`src/rtl/irw_pkg.sv`:
```
package irw_pkg;

    localparam int          SELW     = 8;
    localparam int          DW       = 32;
    localparam int          EW       = 64;
    localparam int          IDXW     = SELW - 1;
    localparam logic [7:0]  OFS_SEL  = 8'h00;
    localparam logic [7:0]  OFS_WIN  = 8'h10;
    localparam logic [7:0]  SEL_ID   = 8'h00;
    localparam logic [7:0]  SEL_VER  = 8'h01;
    localparam logic [7:0]  SEL_ARB  = 8'h02;
    localparam logic [7:0]  SEL_ENT0 = 8'h10;

    typedef enum logic [2:0] {
        RK_ID,
        RK_VER,
        RK_ARB,
        RK_ENT,
        RK_NONE
    } rkind_e;

    typedef struct packed {
        rkind_e            kind;
        logic [IDXW-1:0]   idx;
        logic              hi;
    } sel_dec_t;

    typedef struct packed {
        logic [7:0]  dest;
        logic [38:0] rsvd;
        logic        mask;
        logic        trig;
        logic        rirr;
        logic        pol;
        logic        dstat;
        logic        dmode;
        logic [2:0]  dlv;
        logic [7:0]  vec;
    } rte_t;

    localparam rte_t RTE_RESET = '{mask: 1'b1, default: '0};

    function automatic sel_dec_t decode_sel(input logic [SELW-1:0] s, input int npins);
        sel_dec_t        d;
        logic [SELW-1:0] off;
        off    = s - SEL_ENT0;
        d.idx  = off[SELW-1:1];
        d.hi   = s[0];
        d.kind = RK_NONE;
        if (s == SEL_ID)
            d.kind = RK_ID;
        else if (s == SEL_VER)
            d.kind = RK_VER;
        else if (s == SEL_ARB)
            d.kind = RK_ARB;
        else if (s >= SEL_ENT0 && int'(d.idx) < npins)
            d.kind = RK_ENT;
        return d;
    endfunction

endpackage

```
`src/rtl/irw_sel_decode.sv`:
```
module irw_sel_decode
    import irw_pkg::*;
#(
    parameter int NPINS = 24
) (
    input  logic [SELW-1:0] sel,
    output rkind_e          kind,
    output logic            hi,
    output logic [NPINS-1:0] ent_hit
);
    sel_dec_t dec;

    always_comb dec = decode_sel(sel, NPINS);

    assign kind = dec.kind;
    assign hi   = dec.hi;

    for (genvar i = 0; i < NPINS; i++) begin : g_hit
        assign ent_hit[i] = (dec.kind == RK_ENT) && (dec.idx == IDXW'(i));
    end
endmodule

```
`src/rtl/irw_entry.sv`:
```
module irw_entry
    import irw_pkg::*;
(
    input  logic          clk,
    input  logic          rst,
    input  logic          wr_lo,
    input  logic          wr_hi,
    input  logic [DW-1:0] wdata,
    input  logic          rirr_set,
    input  logic          pend,
    output rte_t          ent,
    output logic          mask_chg,
    output logic          svc
);
    rte_t nxt;

    always_comb begin
        nxt = ent;
        if (wr_hi)
            nxt[EW-1:DW] = wdata;
        if (rirr_set)
            nxt.rirr = 1'b1;
        if (wr_lo) begin
            nxt[DW-1:0] = wdata;
            nxt.rirr    = 1'b0;
        end
    end

    always_ff @(posedge clk) begin
        if (rst) begin
            ent      <= RTE_RESET;
            mask_chg <= 1'b0;
            svc      <= 1'b0;
        end else begin
            ent      <= nxt;
            mask_chg <= nxt.mask ^ ent.mask;
            svc      <= wr_lo & nxt.trig & pend;
        end
    end
endmodule

```
`src/rtl/irw_rd_mux.sv`:
```
module irw_rd_mux
    import irw_pkg::*;
#(
    parameter int         NPINS    = 24,
    parameter logic [7:0] VER_CODE = 8'h11
) (
    input  logic [7:0]       addr,
    input  logic [SELW-1:0]  sel,
    input  rkind_e           kind,
    input  logic             hi,
    input  logic [NPINS-1:0] ent_hit,
    input  logic [3:0]       id,
    input  logic [NPINS*EW-1:0] ent_flat,
    output logic [DW-1:0]    rdata
);
    localparam logic [7:0] MAXPIN = 8'(NPINS - 1);

    logic [EW-1:0] ent_sel;
    logic [DW-1:0] win;

    always_comb begin
        ent_sel = '0;
        for (int i = 0; i < NPINS; i++)
            if (ent_hit[i])
                ent_sel = ent_flat[i*EW +: EW];
    end

    always_comb begin
        unique case (kind)
            RK_ID, RK_ARB: win = {4'h0, id, 24'h0};
            RK_VER:        win = {8'h00, MAXPIN, 8'h00, VER_CODE};
            RK_ENT:        win = hi ? ent_sel[EW-1:DW] : ent_sel[DW-1:0];
            default:       win = '0;
        endcase
    end

    always_comb begin
        if (addr == OFS_SEL)
            rdata = {{(DW-SELW){1'b0}}, sel};
        else if (addr == OFS_WIN)
            rdata = win;
        else
            rdata = '0;
    end
endmodule

```
`src/rtl/irq_route_regwin.sv`:
```
module irq_route_regwin
    import irw_pkg::*;
#(
    parameter int         NPINS    = 24,
    parameter logic [7:0] VER_CODE = 8'h11
) (
    input  logic                clk,
    input  logic                rst,
    input  logic [7:0]          bus_addr,
    input  logic                bus_we,
    input  logic [31:0]         bus_wdata,
    output logic [31:0]         bus_rdata,
    input  logic [NPINS-1:0]    rirr_set,
    input  logic [NPINS-1:0]    pend_in,
    output logic [NPINS*64-1:0] ent_flat,
    output logic [NPINS-1:0]    mask_chg,
    output logic [NPINS-1:0]    svc_req
);
    logic [SELW-1:0]  sel_q;
    logic [3:0]       id_q;
    logic [NPINS-1:0] pend_q;
    rkind_e           kind;
    logic             hi;
    logic [NPINS-1:0] ent_hit;
    logic             sel_wr;
    logic             win_wr;
    rte_t             ent_q [NPINS];

    assign sel_wr = bus_we && (bus_addr == OFS_SEL);
    assign win_wr = bus_we && (bus_addr == OFS_WIN);

    irw_sel_decode #(.NPINS(NPINS)) u_dec (
        .sel     (sel_q),
        .kind    (kind),
        .hi      (hi),
        .ent_hit (ent_hit)
    );

    always_ff @(posedge clk) begin
        if (rst) begin
            sel_q  <= '0;
            id_q   <= '0;
            pend_q <= '0;
        end else begin
            pend_q <= pend_in;
            if (sel_wr)
                sel_q <= bus_wdata[SELW-1:0];
            if (win_wr && kind == RK_ID)
                id_q <= bus_wdata[27:24];
        end
    end

    for (genvar i = 0; i < NPINS; i++) begin : g_ent
        irw_entry u_ent (
            .clk      (clk),
            .rst      (rst),
            .wr_lo    (win_wr && ent_hit[i] && !hi),
            .wr_hi    (win_wr && ent_hit[i] && hi),
            .wdata    (bus_wdata),
            .rirr_set (rirr_set[i]),
            .pend     (pend_q[i]),
            .ent      (ent_q[i]),
            .mask_chg (mask_chg[i]),
            .svc      (svc_req[i])
        );
        assign ent_flat[i*EW +: EW] = ent_q[i];
    end

    irw_rd_mux #(.NPINS(NPINS), .VER_CODE(VER_CODE)) u_rd (
        .addr     (bus_addr),
        .sel      (sel_q),
        .kind     (kind),
        .hi       (hi),
        .ent_hit  (ent_hit),
        .id       (id_q),
        .ent_flat (ent_flat),
        .rdata    (bus_rdata)
    );
endmodule

```
`config.mk`:
```
export PLATFORM = sky130hd
export DESIGN_NAME = irq_route_regwin
export DESIGN_NICKNAME = d
export VERILOG_FILES = /design/src/rtl/irw_pkg.sv /design/src/rtl/irw_sel_decode.sv /design/src/rtl/irw_entry.sv /design/src/rtl/irw_rd_mux.sv /design/src/rtl/irq_route_regwin.sv
export SDC_FILE = /design/constraint.sdc
export NUM_CORES = 2
export LEC_CHECK = 0
export ABC_AREA = 1
export BUFFER_PORTS_ARGS = -buffer_cell sky130_fd_sc_hd__buf_2
export CORE_AREA = 2 2 664 666
export CTS_CLUSTER_DIAMETER = 30
export DETAILED_ROUTE_END_ITERATION = 6
export DIE_AREA = 0 0 666 668
export PLACE_DENSITY = 0.43
export SLEW_MARGIN = 0
export SYNTH_ARGS = -nofsm -noshare
export SYNTH_HDL_FRONTEND = slang
export SYNTH_HIERARCHICAL = 1
export SYNTH_SLANG_ARGS = --single-unit
```
`constraint.sdc`:
```
create_clock -name clk -period 9.2 [get_ports clk]
set_clock_uncertainty 0.05 [all_clocks]
set_input_delay 1.38 -clock clk [delete_from_list [all_inputs] [get_ports clk]]
set_output_delay 1.38 -clock clk [all_outputs]
set_load 0.005 [all_outputs]
```
Word-level counts from Yosys, hierarchy flattened:

Cells that the tools add are included.

* bits in registers: 1620
* output and inout port bits: 1616
* logic and storage cells: 629

* mux-type cells: 80
* bitwise gates (word level): 72
* reductions and logical operators: 130
* add/subtract/negate cells: 1
* equality and inequality tests: 29
* order comparisons: 2

Operator list (count)
* 64-bit 2-to-1 mux: 24
* 17-bit 2-to-1 mux: 24
* 1-bit logical AND: 100
* 32-bit 2-to-1 mux: 3
* 32-bit one-hot mux with 3 select lines: 1
* 7-bit by 4-bit equality test with 1-bit output, second input constant: 8
* 7-bit by 5-bit equality test with 1-bit output, second input constant: 8
* 2-bit OR reduction: 25
* 1-bit bitwise AND: 48
* 7-bit by 3-bit equality test with 1-bit output, second input constant: 4
* 1-bit 2-to-1 mux: 24
* 1-bit bitwise XOR: 24
* 8-bit logical NOT: 2
* 7-bit by 2-bit equality test with 1-bit output, second input constant: 2
* 3-bit 2-to-1 mux: 4
* 8-bit by 1-bit equality test with 1-bit output, second input constant: 1
* 8-bit by 2-bit equality test with 1-bit output, second input constant: 1
* 8-bit by 5-bit equality test with 1-bit output, second input constant: 1
* 8-bit by 5-bit greater-or-equal comparator with 1-bit output, second input constant: 1
* 8-bit by 5-bit subtractor with 8-bit output, second input constant: 1
* 7-bit by 1-bit equality test with 1-bit output, second input constant: 1
* 7-bit logical NOT: 1
* 7-bit by 5-bit less-than comparator with 1-bit output, second input constant: 1
* 3-bit by 2-bit equality test with 1-bit output, second input constant: 2
* other kinds (3): 3

Longest topological paths before layout:

* depth in word-level cells: 37
* gate-level depth with buffers: 40
* mapped depth without buffers: 39

By module:

Netlist, hierarchy kept.

By module, submodules not included
* irw_entry: area an instance 2209.6 um^2, cells an instance 282, instances 24
* irw_rd_mux: area an instance 16724.8 um^2, cells an instance 3556, instances 1
* irq_route_regwin: area an instance 1719.1 um^2, cells an instance 240, instances 1
* irw_sel_decode: area an instance 461.7 um^2, cells an instance 85, instances 1

Least setup slack after synthesis:

Ideal clock, no wire load.

* path type: register to output
* start point: register sel_q[4]
* end point: output port bus_rdata[14]
* cell stages (with the launch flop): 36
* data arrival time: 3370 ps
* setup slack: 4400 ps
* data required time: 7770 ps
* path through: dfxtp_1 -> inv_2 -> ha_1 -> nand2_1 -> nand2_1 -> nand3b_4 -> buf_6 -> nor2_1 -> buf_6 -> buf_4 -> a21oi_1 -> nand2_1 -> o211ai_1 -> nand2_1 -> nor2_1 -> o21ai_1 -> nand2_1 -> nand3_1 -> nand3_1 -> nand3_1 -> nand3_1 -> nand3_1 -> nand3_1 -> nand3_1 -> nand3_1 -> nand3_1 -> nand3_1 -> nand3_1 -> nand3_1 -> nand3_1 -> nand3_1 -> nand2_1 -> nand2_1 -> nand2_1 -> nand2_1 -> nor2_1

* elaborated cells on any way between the ends: 92

RTL lines
* start: declaration: RTL line irq_route_regwin.sv:19 `logic [SELW-1:0] sel_q;`
* start signal: assignment: RTL line irq_route_regwin.sv:47 `sel_q <= bus_wdata[SELW-1:0];`
* 8-bit by 5-bit subtractor with 8-bit output: RTL line irw_pkg.sv:46 `off = s - SEL_ENT0;`
* 7-bit by 5-bit less-than comparator with 1-bit output: RTL line irw_pkg.sv:56 `else if (s >= SEL_ENT0 && int'(d.idx) < npins)`
* 1-bit logical AND: RTL line irw_pkg.sv:56
* 3-bit 2-to-1 mux: RTL line irw_pkg.sv:56
* 3-bit 2-to-1 mux: RTL line irw_pkg.sv:54 `else if (s == SEL_ARB)`
* 3-bit 2-to-1 mux: RTL line irw_pkg.sv:52 `else if (s == SEL_VER)`
* 3-bit 2-to-1 mux: RTL line irw_pkg.sv:50 `if (s == SEL_ID)`
* 3-bit by 2-bit equality test with 1-bit output: RTL line irw_sel_decode.sv:19 `assign ent_hit[i] = (dec.kind == RK_ENT) && (dec.idx == IDXW'(i));`
* 1-bit logical AND *: RTL line irw_sel_decode.sv:19
* via ent_hit[1]: RTL line irq_route_regwin.sv:24 `logic [NPINS-1:0] ent_hit;`
* 64-bit 2-to-1 mux * (23 in series): RTL line irw_rd_mux.sv:24 `if (ent_hit[i])`
* 32-bit 2-to-1 mux *: RTL line irw_rd_mux.sv:32 `RK_ENT: win = hi ? ent_sel[EW-1:DW] : ent_sel[DW-1:0];`
* 32-bit one-hot mux with 3 select lines *: RTL line irw_rd_mux.sv:29 `unique case (kind)`
* 32-bit 2-to-1 mux *: RTL line irw_rd_mux.sv:40 `else if (addr == OFS_WIN)`
* 32-bit 2-to-1 mux *: RTL line irw_rd_mux.sv:38 `if (addr == OFS_SEL)`
* end: declaration: RTL line irq_route_regwin.sv:12 `output logic [31:0] bus_rdata,`

Mark *: on every way through the listed nets, which the timed path passes. The rest lies on a longest branch.

Worst setup path after layout:

* start point: register sel_q[5]
* end point: output port bus_rdata[13]

* elaborated cells on any way between the ends: 92

RTL lines (RTL line)
* 8-bit by 5-bit subtractor with 8-bit output: irw_pkg.sv:46
* 7-bit by 5-bit less-than comparator with 1-bit output: irw_pkg.sv:56
* 1-bit logical AND: irw_pkg.sv:56
* 3-bit 2-to-1 mux: irw_pkg.sv:56
* 3-bit 2-to-1 mux: irw_pkg.sv:54
* 3-bit 2-to-1 mux: irw_pkg.sv:52
* 3-bit 2-to-1 mux: irw_pkg.sv:50
* 3-bit by 2-bit equality test with 1-bit output: irw_sel_decode.sv:19
* 1-bit logical AND *: irw_sel_decode.sv:19
* via ent_hit[2]: irq_route_regwin.sv:24
* 64-bit 2-to-1 mux * (22 in series): irw_rd_mux.sv:24
* 32-bit 2-to-1 mux *: irw_rd_mux.sv:32
* 32-bit one-hot mux with 3 select lines *: irw_rd_mux.sv:29
* 32-bit 2-to-1 mux *: irw_rd_mux.sv:40
* 32-bit 2-to-1 mux *: irw_rd_mux.sv:38

Marked as above.

==> results.ini <==
[final_layout]
drive_gt1_frac = 0.273
area_growth_pct = 46.4
utilization = 0.241
nNetsFinal = 12525
layoutNonFillerInstCount = 18626
fill_cells = 48681

[drt]
drt-total-wl_mm = 619
detail_route.first_pass.iterations = 6
postRouteAntennaNets = 0
drc_errors = 0
vias_per_cell = 4.68
drtIter0Drc = 12357
post_drt_wl_per_cell_um = 33.2
via_count = 87110

[global_route]
busiest_layer = met2
grt_use_met3 = 0.0921
grtUsageMet2 = 0.396
grt_start_max_net_pins = 130
globalRouteMet1Util = 0.304
track_usage = 0.263
grt_overflow = 0
grt_pass1_wl_mm = 786
grt_pass1_vias = 78576
antenna_found_initial = 56

[clocking]
cts_made_buffers = 531
clock-sinks = 1620
htree_levels = 6
clk_latency_ns = 0.97
cts_root_buffer = clkbuf_16
cts.clk_slew.worst_paths_ns = 0.04
ctsHoldBuffers = 0
cts_tree = built
cts_buffer_depth = 4

[sta]
hold_viol = 0
fin_crit_sh = 1.02
worst_slew_pin_slew_ns = 1.34
rsz0062_at_grt = yes
setup_viol = 9
min_period_ns = 9.41
final.setup.tns_ns = -0.920
layout_setup_ws_ns = -0.207
maxSlewHeadroom = 0.108
fmaxAchievable_mhz = 106
maxSlewViolCount = 0

[logic_synthesis]
syn_area_per_cell_um2 = 6.76
synth_edf_count = 0
yosysSeqAreaShare = 0.451
yosysWarnings = 6
synth_cell_types = 35
ys_async_sr_fraction = 0
yosys_register_bits = 1620
synthFlopType = dfxtp_1
netlist_area_um2 = 71900
syn_inst = 10649
synth_nets = 10742

[critical_path]
slowest_delay_ns = 0.48
rr_worst_depth = 15
rrSetupSlack_ns = 4.37
criticalPathCategory = flop to output pin
crit_required_ns = 7.77
reg2reg_from = sel_q[5]$_SDFFE_PP0P_
start_kind = flop
crit_top_cell = nand3_1
critical_path.max_fanout = 41
end_kind = output pin
crit_arrival_ns = 7.98
r2r-end = g_ent[17].u_ent/ent[39]$_SDFFE_PP0P_
slowest_stage = o211ai_1

[floorplan]
ios = 1707
die_area_um2 = 445000
core_area_um2 = 437000
chipHeight_um = 668
die_x_um = 666
std_cell_rows = 243
start_util = 0.165

[placement]
post-place-ws_ns = 0.556
globalplace.congestion = 0.945
placed_cells = 17653
dp_hpwl_mm = 466
io_buffers = 1706

[outcome]
status = finished with violations
violations = negative setup slack

[worst_hold_path]
min_delay_path_depth = 2
hold_end = g_ent[4].u_ent/svc$_SDFF_PP0_
hp-class = flop to flop
hold_start = pend_q[4]$_SDFF_PP0_

[pwr]
finalPower_mw = 26.2
power_density_nw_per_um2 = 248
power_leakage_nw = 52.7
vdd_drop_max_uv = 187

[run]
cap_violations = 0

what timing repair did:
action | in CTS | in global routing
setup endpoints to repair | 29 | 29
buffers inserted | 2 | 1
resized for setup | 34 | 42
cloned | 0 | 0
pin swaps | 3 | 1
cell usage after synthesis, drive strengths merged (51+ instances only):
| cell type | count | share of area |
|---|---|---|
| a21oi | 331 | 0.023 |
| buf | 526 | 0.040 |
| clkbuf | 166 | 0.0091 |
| dfxtp | 1620 | 0.45 |
| inv | 238 | 0.012 |
| nand2 | 3309 | 0.17 |
| nand3 | 1046 | 0.073 |
| nor2 | 1953 | 0.10 |
| nor3 | 61 | 0.0062 |
| o211ai | 51 | 0.0053 |
| o21ai | 836 | 0.058 |
| or2 | 453 | 0.039 |
placed cells by master, fill, tap and decap left out, types with 129 or more instances in the layout:
| cell type | Yosys | layout |
|---|---|---|
| nand3_1 | 1045 | 1002 |
| clkbuf_16 | 0 | 534 |
| o21ai_0 | 691 | 690 |
| nand2_1 | 3306 | 3299 |
| buf_2 | 412 | 1673 |
| dfxtp_1 | 1620 | 1619 |
| or2_2 | 453 | 453 |
| inv_1 | 182 | 173 |
| a21oi_1 | 331 | 328 |
| clkbuf_8 | 0 | 129 |
| o21ai_1 | 145 | 145 |
| buf_4 | 89 | 252 |
| nor2_1 | 1900 | 1882 |
worst max path at each step:
stage | startpoint | end | slack [ns] | cells past startpoint
finish | sel_q[5]$_SDFFE_PP0P_ | bus_rdata[13] | -0.21 | 32
global route | sel_q[5]$_SDFFE_PP0P_ | bus_rdata[6] | -0.03 | 38
CTS | sel_q[5]$_SDFFE_PP0P_ | bus_rdata[30] | 0.002 | 34
detailed placement | sel_q[5]$_SDFFE_PP0P_ | bus_rdata[16] | 0.56 | 38
global placement | sel_q[5]$_SDFFE_PP0P_ | bus_rdata[16] | 0.46 | 38
floorplan | sel_q[4]$_SDFFE_PP0P_ | bus_rdata[14] | 4.40 | 35
layout make-up:
class | count | area [um2] | area share
multi-input cells | 8085 | 35700 | 0.339
flip-flops and latches | 1620 | 32400 | 0.308
clock buffers | 752 | 15500 | 0.147
repair buffers | 1948 | 10700 | 0.101
well taps | 5757 | 7200 | 0.0684
clock inverters | 197 | 2850 | 0.0270
inverters | 246 | 948 | 0.00901
diodes | 21 | 52.6 | 0.000499
cells by family after synthesis:
kind of cell    count (synthesis)  synth area share
flops                        1620             0.451
buf+inv                       944            0.0627
simple gates                 6834             0.396
compound gates               1249            0.0897
fa+ha+maj                       2          0.000348
layer usage:
layer | share of wire | wire length (um) | up-vias
li1 | - | - | 37769
met1 | 0.36 | 225000 | 42097
met2 | 0.43 | 265000 | 5858
met3 | 0.11 | 71200 | 1376
met4 | 0.092 | 57100 | 10
met5 | 0.00011 | 69 | -
where the power goes:
group | leakage (nW) | internal, mW | switching, mW
combinational | 30.6 | 0.0619 | 0.556
sequential | 13.1 | 7.07 | 0.0115
clock | 8.99 | 12.8 | 5.70
total | 52.7 | 19.9 | 6.27
through the flow:
stage	instance area (um2)	hold slack [ns]
3_3_place_gp	86600	0.382
2_1_floorplan	71900	0.371
3_5_place_dp	86600	0.381
4_1_cts	105000	0.387
5_1_grt	105000	0.401
6_report	105000	0.378
state kept, by name, summed over array words and instances, names as in the netlist:
signal	cells
g_ent.u_ent/ent	1536
g_ent.u_ent/mask_chg	24
g_ent.u_ent/svc	24
pend_q	24
sel_q	8
id_q	4
worst max-delay path: cells and delay by family (launching register included):
family,cells,cell delay (ns)
flip-flops,1,0.38
adder cells (fa/ha/maj),1,0.18
AND/OR/NAND/NOR,22,4.59
AO/OA/AOI/OAI,4,0.98
buffers and inverters,5,0.80
Note: power is estimated with default switching activity, not from simulation.
